[src/rtl/tdc_pkg.sv]
package tdc_pkg;
  // which copy of the coarse counter a timestamp reads
  typedef enum logic {
    CNT_RISE = 1'b0,
    CNT_FALL = 1'b1
  } cnt_src_e;
endpackage

[src/rtl/tdc_fine_decode.sv]
module tdc_fine_decode #(
  parameter int TAPS = 32,
  localparam int FW = $clog2(TAPS + 1)
) (
  input  logic [TAPS-1:0] taps,
  output logic [FW-1:0]   zeros
);
  // population count of zero taps, tolerant of bubbles
  always_comb begin
    zeros = '0;
    for (int i = 0; i < TAPS; i++) begin
      zeros = zeros + FW'(~taps[i]);
    end
  end
endmodule

[src/rtl/tdc_coarse.sv]
module tdc_coarse #(
  parameter int CNT_W = 16
) (
  input  logic             clk,
  input  logic             rst_n,
  output logic [CNT_W-1:0] cnt_rise,
  output logic [CNT_W-1:0] cnt_fall
);
  logic [CNT_W-1:0] rise_d;

  always_comb begin
    rise_d = cnt_rise + CNT_W'(1);
  end

  always_ff @(posedge clk or negedge rst_n) begin
    if (!rst_n) cnt_rise <= '0;
    else        cnt_rise <= rise_d;
  end

  // opposite-phase copy, settled half a period before the next rising edge
  always_ff @(negedge clk or negedge rst_n) begin
    if (!rst_n) cnt_fall <= '0;
    else        cnt_fall <= cnt_rise;
  end


  phase_agree_chk: assert property (@(posedge clk) disable iff (!rst_n)
    cnt_fall == cnt_rise);
endmodule

[src/rtl/tdc_stamp.sv]
module tdc_stamp
  import tdc_pkg::*;
#(
  parameter int TAPS  = 32,
  parameter int CNT_W = 16,
  localparam int FW   = $clog2(TAPS + 1),
  localparam int LW   = $clog2(TAPS),
  localparam int TS_W = CNT_W + LW
) (
  input  logic [CNT_W-1:0] cnt_rise,
  input  logic [CNT_W-1:0] cnt_fall,
  input  logic [FW-1:0]    fine,
  output logic [TS_W-1:0]  ts
);
  localparam logic [FW-1:0] HALF = FW'(TAPS / 2);

  cnt_src_e         src;
  logic [CNT_W-1:0] coarse;

  always_comb begin
    // early in the period: read the copy that is far from its update
    src    = (fine > HALF) ? CNT_FALL : CNT_RISE;
    coarse = (src == CNT_FALL) ? cnt_fall : cnt_rise;
    ts     = {coarse, {LW{1'b0}}} - TS_W'(fine);
  end
endmodule

[src/rtl/tdc_interval.sv]
module tdc_interval #(
  parameter int TAPS  = 32,
  parameter int CNT_W = 16,
  localparam int FW   = $clog2(TAPS + 1),
  localparam int TS_W = CNT_W + $clog2(TAPS)
) (
  input  logic            clk,
  input  logic            rst_n,
  input  logic            start_stb,
  input  logic [TAPS-1:0] start_taps,
  input  logic            stop_stb,
  input  logic [TAPS-1:0] stop_taps,
  output logic [TS_W-1:0] interval,
  output logic            interval_vld
);
  // reset: asserted at once, released on a clock edge
  logic [1:0] rst_s;
  logic       rst_int_n;

  always_ff @(posedge clk or negedge rst_n) begin
    if (!rst_n) rst_s <= 2'b00;
    else        rst_s <= {rst_s[0], 1'b1};
  end
  assign rst_int_n = rst_s[1];

  logic [CNT_W-1:0] cnt_rise, cnt_fall;

  tdc_coarse #(.CNT_W(CNT_W)) u_coarse (
    .clk      (clk),
    .rst_n    (rst_int_n),
    .cnt_rise (cnt_rise),
    .cnt_fall (cnt_fall)
  );

  // channel 0 = start, channel 1 = stop
  logic [1:0][TAPS-1:0] taps_ch;
  logic [1:0][FW-1:0]   fine_ch;
  logic [1:0][TS_W-1:0] ts_ch;

  assign taps_ch = {stop_taps, start_taps};

  for (genvar ch = 0; ch < 2; ch++) begin : g_chan
    tdc_fine_decode #(.TAPS(TAPS)) u_dec (
      .taps  (taps_ch[ch]),
      .zeros (fine_ch[ch])
    );
    tdc_stamp #(.TAPS(TAPS), .CNT_W(CNT_W)) u_stamp (
      .cnt_rise (cnt_rise),
      .cnt_fall (cnt_fall),
      .fine     (fine_ch[ch]),
      .ts       (ts_ch[ch])
    );
  end

  // control: next state
  logic            armed_q, armed_d;
  logic [TS_W-1:0] start_ts_q;
  logic            start_en, result_en;
  logic [TS_W-1:0] diff;

  always_comb begin
    start_en  = start_stb;
    result_en = stop_stb && !start_stb && armed_q;
    armed_d   = armed_q;
    if (start_en)       armed_d = 1'b1;
    else if (result_en) armed_d = 1'b0;
    diff      = ts_ch[1] - start_ts_q;
  end

  // control: registers
  always_ff @(posedge clk or negedge rst_int_n) begin
    if (!rst_int_n) begin
      armed_q      <= 1'b0;
      start_ts_q   <= '0;
      interval     <= '0;
      interval_vld <= 1'b0;
    end else begin
      armed_q      <= armed_d;
      interval_vld <= result_en;
      if (start_en)  start_ts_q <= ts_ch[0];
      if (result_en) interval   <= diff;
    end
  end


  vld_pulse_chk: assert property (@(posedge clk) disable iff (!rst_int_n)
    interval_vld |=> !interval_vld);

  hold_result_chk: assert property (@(posedge clk) disable iff (!rst_int_n)
    !interval_vld |-> $stable(interval));

  orphan_stop_chk: assert property (@(posedge clk) disable iff (!rst_int_n)
    (stop_stb && !start_stb && !armed_q) |=> !interval_vld);

  vld_cause_chk: assert property (@(posedge clk) disable iff (!rst_int_n)
    interval_vld |-> $past(stop_stb && !start_stb && armed_q));

  restart_chk: assert property (@(posedge clk) disable iff (!rst_int_n)
    start_stb |=> (armed_q && !interval_vld));
endmodule

[config.mk]
export PLATFORM = sky130hd
export DESIGN_NAME = tdc_interval
export DESIGN_NICKNAME = d
export VERILOG_FILES = /design/src/rtl/tdc_pkg.sv /design/src/rtl/tdc_fine_decode.sv /design/src/rtl/tdc_coarse.sv /design/src/rtl/tdc_stamp.sv /design/src/rtl/tdc_interval.sv
export SDC_FILE = /design/constraint.sdc
export NUM_CORES = 1
export LEC_CHECK = 0
export BUFFER_PORTS_ARGS = -buffer_cell sky130_fd_sc_hd__buf_4
export CAP_MARGIN = 5
export CORE_MARGIN = 2
export CORE_UTILIZATION = 50
export DETAILED_ROUTE_END_ITERATION = 10
export MAX_ROUTING_LAYER = met4
export PLACE_DENSITY = 0.69
export REMOVE_ABC_BUFFERS = 1
export SKIP_LAST_GASP = 1
export SLEW_MARGIN = 5
export SYNTH_ARGS = -nofsm -noshare
export SYNTH_HDL_FRONTEND = slang
export SYNTH_SLANG_ARGS = --single-unit
[constraint.sdc]
create_clock -name clk -period 5.5 [get_ports clk]
set_input_delay 0.275 -clock clk [delete_from_list [all_inputs] [get_ports clk]]
set_output_delay 0.275 -clock clk [all_outputs]
set_load 0.03 [all_outputs]
==> flow_summary_export.csv, run 1 <==
group,metric,value,unit
clock_network,clock_latency,0.35,ns
yosys,synth_edf_count,0,
place,dpl.hpwl,11.9,mm
yosys,synth_fa_ha_area_share,25.2,%
setup_path,ff2ff_setup_slack,-0.30,ns
sta,skew,0.00942,ns
setup_path,r2r_start,"u_coarse.cnt_fall[1]",
sta,period_minus_slack,7.05,ns
finish,drive_gt1_share,38.8,%
routing,ant_nets,0,
routing,drt_iter0_drc,337,
clock_network,cts_sinks,78,
yosys,syn_area,0.00668,mm²
routing,first_pass_iters,4,
yosys,ys.flop_type,"dfrtp_1",
floorplan,io_pins,90,
routing,vias,5923,
setup_path,endpoint_kind,"flop",
place,placed_area,0.00833,mm²
sta,tightest_slew,0.980,ns
setup_path,r2r_end,"interval[20]",
setup_path,worst_ep_required_time,5.79,ns
global_routing,antenna_found_initial,0,
finish,syn_to_final_growth,42.6,%
min_path,hold_end,"armed_q",
finish,num_antenna_cells,0,
finish,layout_common_cells,"206 x buf_4, 127 x inv_1, 61 x dfrtp_1",
yosys,synth_warnings,0,
yosys,synthMuxAreaShare,6.05,%
finish,final_common_cell,"buf_4",
clock_network,numCtsBuffers,9,
yosys,yosysSeqAreaShare,29.2,%
min_path,min_path_cells,2,
setup_path,arrival,7.34,ns
floorplan,die_w,120,µm
setup_path,worstSetupStartpointType,"input pin",
global_routing,grt_max_degree,46,
place,io_buffers,89,
yosys,synthSimpleGateAreaFrac,11.2,%
clock_network,cts_tree,"done",
setup_path,crit_top_cell,"fa_1",
routing,vias_per_cell,5.32,
floorplan,start_util,50.8,%
clock_network,clk_pin_slew,0.07,ns
setup_path,crit_fanout,5,
sta,fmax,142,MHz
yosys,synth.distinct_cells,63,
sta,final-hold-violation-count,0,
finish,final_area,0.00953,mm²
routing,wire_per_inst,15.6,µm
global_routing,grt_pass1_vias,6255,
setup_path,worstSetupPathType,"in -> reg",
min_path,hold_path.startpoint,"stop_stb",
sta,finalSetupTns,-32.19,ns
floorplan,core_area,0.0131,mm²
setup_path,ff2ff_path_depth,14,
global_routing,grt_usage,24.8,%
floorplan,num_rows,42,
global_routing,grt_pass1_wl,27.7,mm
status,status,"complete, but fails checks",
yosys,synth_top_family_by_area,"adder cells",
setup_path,cp_slowest_cell,"fa_1",
routing,drc,0,
sta,setup_slack,-1.55,ns
yosys,syn_area_per_cell,9.46,µm²
sta,fin_crit_sh,128,%
sta,rsz0062_at_grt,"true",
clock_network,clockBufferDepth,2,
yosys,async_flop_share,100,%
setup_path,cpPeakStageDelay,0.53,ns
sta,maxSlewHeadroom,34.7,%
yosys,synthXorXnorAreaFrac,6.16,%
global_routing,grt_overflow,0,
place,place_congestion,0.899,
yosys,synth_compound_area_share,12.4,%
clock_network,cts-root-buf,"clkbuf_16",
yosys,netlist_instances,706,
floorplan,die_y,120,µm
sta,report.final.slew_viol_count,0,
finish,final_nets,1105,
sta,setup_viol,32,
floorplan,die_area,0.0143,mm²
min_path,min-delay-path-class,"in -> reg",
clock_network,htree_levels,3,
flow_run,drv_cap,0,
yosys,postSynthRegisterBits,78,
status,violations,"negative setup slack",
routing,wl,17.4,mm
## metrics by stage
step / hold WS (ns) / setup WS (ns) / util (%) / cells
floorplan: -0.0206 / -2.29 / - / 687
global placement: 0.0585 / -1.91 / 63.4 / 1070
detailed placement: 0.0584 / -2.15 / 63.4 / 1070
CTS: 0.119 / -1.55 / 70.1 / 1104
global route: 0.132 / -1.78 / 72.5 / 1113
finish: 0.122 / -1.55 / 72.5 / 1113
## synthesized netlist by cell type, types with 4 or more instances
cell	number	share of area [%]
inv_1	141	7.9
dfrtp_1	62	23
ha_1	56	10
nand2_1	56	3.1
fa_1	49	15
nor2_1	34	1.9
o21ai_0	30	2.2
mux2i_1	28	4.2
xnor2_1	24	3.1
xor2_1	23	3.0
nand3_1	20	1.5
a21oi_1	17	1.3
dfrtn_1	16	6.0
a21o_1	15	1.7
nor3_1	12	0.90
clkbuf_1	11	0.62
mux2_2	11	1.9
a211oi_1	8	0.90
nand4_1	8	0.75
o21a_1	7	0.79
o31ai_1	7	0.79
a211o_1	4	0.52
clkbuf_8	4	0.82
nand4b_1	4	0.52
o211ai_1	4	0.45
## final cells by class
cell class                 instances  area [µm²]
clock inverter                     7        56.3
tap                              176         220
clock buffer                       9         225
sequential                        78        1950
multi-input combinational        468        4670
timing repair buffer             234        1870
inverter                         141         534
fill                             894        3610
## what timing repair did
action                                 CTS  global route
pin swaps                               87            56
resized for setup                      106            64
setup buffers                           18            25
hold buffers                             1             0
setup endpoints to repair               33            34
endpoints found under the hold margin    2             0
## worst max-delay path, delay by kind of cell
| family | cells | cell delay [ns] |
|---|---|---|
| xor gates and xnor gates | 1 | 0.17 |
| AOI/OAI and AO/OA | 8 | 1.82 |
| muxes | 2 | 0.57 |
| buffers and inverters | 6 | 0.42 |
| adders and majority gates | 10 | 3.92 |
| and+or+nand+nor | 2 | 0.13 |
## state kept, by name (all words and copies together), names as in the netlist
| signal | cells |
|---|---|
| interval | 21 |
| start_ts_q | 21 |
| u_coarse.cnt_fall | 16 |
| u_coarse.cnt_rise | 16 |
| rst_s | 2 |
| armed_q | 1 |
| interval_vld | 1 |
## per-layer routing
layer  vias up  track usage, %  part of all wire [%]
met2       189            47.1                    55
li1       2788               -                     -
met4         0            11.3                   4.9
met3        75            3.33                   4.3
met5         -               -                     0
met1      2871            25.2                    35
## logic make-up (layout without fill, tap and decap cells)
| kind of cell | after synthesis | after routing |
|---|---|---|
| buffers and inverters | 160 | 391 |
| adders and majority gates | 105 | 105 |
| other | 1 | 1 |
| and+or+nand+nor | 157 | 157 |
| xor gates and xnor gates | 47 | 47 |
| DFF | 78 | 78 |
| AOI/OAI and AO/OA | 119 | 119 |
| muxes | 39 | 39 |
## how the worst max path moves through the flow
| stage | from | to |
|---|---|---|
| after global routing | stop_taps[11] | interval[20] |
| after CTS | stop_taps[11] | interval[20] |
| after floorplan | stop_taps[11] | interval[20] |
| after global placement | stop_taps[11] | interval[20] |
| final | stop_taps[11] | interval[20] |
| after detailed placement | stop_taps[11] | interval[20] |
Power of run 1 is not shown: default switching activity piles up to over one toggle a cycle in this logic, so the estimate is an artifact.
==> run 2: changes to the inputs <==
PLACE_DENSITY = 0.82   (was 0.69)
==> run 2 against run 1 <==
Cell area increased by 1.2%. Register-to-register slack got worse by 0.14 ns. Critical endpoint unchanged. The flow still finishes with violations (negative setup slack). Final cell count down 0.45%. Critical path depth did not move.
==> flow_summary_export.csv, run 2 (synthesized netlist as in run 1, its figures left out) <==
group,metric,value,unit
sta,final-hold-violation-count,0,
place,place_congestion,0.885,
sta,rsz0062_at_grt,"true",
place,io_buffers,89,
place,placed_area,0.00829,mm²
routing,ant_nets,0,
setup_path,r2r_start,"u_coarse.cnt_fall[1]",
global_routing,grt_overflow,0,
floorplan,io_pins,90,
routing,wl,22.3,mm
min_path,min-delay-path-class,"in -> reg",
floorplan,num_rows,42,
sta,skew,0.0146,ns
finish,final_common_cell,"buf_4",
clock_network,clk_pin_slew,0.07,ns
place,pre_cts_slack,-2.09,ns
routing,vias_per_cell,5.81,
global_routing,grt_pass1_wl,31.6,mm
setup_path,crit_top_cell,"fa_1",
sta,fin_crit_sh,135,%
routing,vias,6442,
global_routing,grt_pass1_vias,6707,
global_routing,antenna_found_initial,0,
clock_network,cts_tree,"done",
setup_path,r2r_end,"interval[20]",
sta,fmax,134,MHz
setup_path,cpPeakStageDelay,0.56,ns
global_routing,grt_max_degree,43,
finish,num_antenna_cells,0,
setup_path,cp_slowest_cell,"fa_1",
clock_network,cts_sinks,78,
floorplan,die_y,120,µm
setup_path,ff2ff_setup_slack,-0.44,ns
clock_network,numCtsBuffers,9,
finish,fin_util,73.4,%
routing,drt_iter0_drc,593,
setup_path,ff2ff_path_depth,12,
sta,maxSlewHeadroom,50.4,%
min_path,min_path_cells,2,
clock_network,htree_levels,3,
min_path,hold_path.startpoint,"stop_stb",
finish,final_nets,1100,
global_routing,grt_usage,28.7,%
sta,setup_viol,33,
clock_network,cts-root-buf,"clkbuf_16",
sta,period_minus_slack,7.45,ns
routing,drc,0,
sta,report.final.slew_viol_count,0,
status,violations,"negative setup slack",
floorplan,start_util,50.8,%
finish,multi_input_area,0.00478,mm²
setup_path,crit_fanout,7,
finish,final_area,0.00964,mm²
place,dpl.hpwl,11.7,mm
setup_path,endpoint_kind,"flop",
routing,wire_per_inst,20.1,µm
setup_path,arrival,7.75,ns
sta,tightest_slew,0.744,ns
flow_run,drv_cap,0,
min_path,hold_end,"armed_q",
floorplan,core_area,0.0131,mm²
finish,reg_top3,"interval: 21 flops, start_ts_q: 21 flops",
routing,first_pass_iters,8,
sta,setup_slack,-1.95,ns
status,status,"complete, but fails checks",
setup_path,worstSetupPathType,"in -> reg",
clock_network,clock_latency,0.35,ns
finish,syn_to_final_growth,44.3,%
floorplan,die_area,0.0143,mm²
sta,finalSetupTns,-40.13,ns
setup_path,worstSetupStartpointType,"input pin",
finish,fillers,777,
finish,ff_latch_area,0.00195,mm²
finish,drive_gt1_share,41.0,%
finish,layout_common_cells,"200 x buf_4, 117 x inv_1, 61 x dfrtp_1",
clock_network,clockBufferDepth,2,
floorplan,die_w,120,µm
setup_path,worst_ep_required_time,5.79,ns
run 2: changes by cell type in the layout (fill, tap and decap cells not counted), sizes merged:
cell,before,now
buf,233,228
clkinv,4,1
bufinv,0,2
clkbuf,9,11
inv,143,141
clkinvlp,1,2
run 2: worst max-delay path by stage:
stage | start | end | slack, ns
final | stop_taps[11] | interval[20] | -1.95
after global placement | stop_taps[11] | interval[20] | -1.88
after global routing | stop_taps[11] | interval[20] | -2.06
after CTS | stop_taps[17] | interval[20] | -1.55
after floorplan | stop_taps[11] | interval[20] | -2.29
after detailed placement | stop_taps[11] | interval[20] | -2.09
run 2: cell type report:
class | instances | share of cell area, %
clock buffers | 11 | 2.41
clock inverters | 5 | 0.870
inverters | 141 | 5.59
multi-input cells | 468 | 49.6
flip-flops and latches | 78 | 20.3
well taps | 176 | 2.28
repair buffers | 229 | 19.0
run 2: timing repair:
item	CTS	global route
hold endpoints to repair	2	0
hold buffers	1	0
gates resized for setup	132	72
endpoints found under the setup margin	33	34
setup buffers	27	17
pin swaps	89	56
run 2: per-layer routing:
layer  vias up  GRT usage (%)  part of all wire (%)
met3       133           4.75                   6.9
met2       405           49.1                    50
met5         -              -                     0
met4         0           15.6                   5.9
met1      3132           32.1                    37
li1       2772              -                     -
run 2: critical path: cells and delay by family:
kind,cells,cell delay [ns]
simple gates,2,0.16
compound gates,8,1.89
buf+inv,6,0.47
fa+ha+maj,10,4.06
xor+xnor,1,0.26
mux,2,0.60
run 2: through the flow:
stage	hold WS [ns]	instances
2_1_floorplan	-0.0206	687
3_3_place_gp	0.0578	1065
3_5_place_dp	0.0587	1065
4_1_cts	0.140	1103
5_1_grt	0.155	1108
6_report	0.136	1108
Power of run 2 is left out for the same reason.
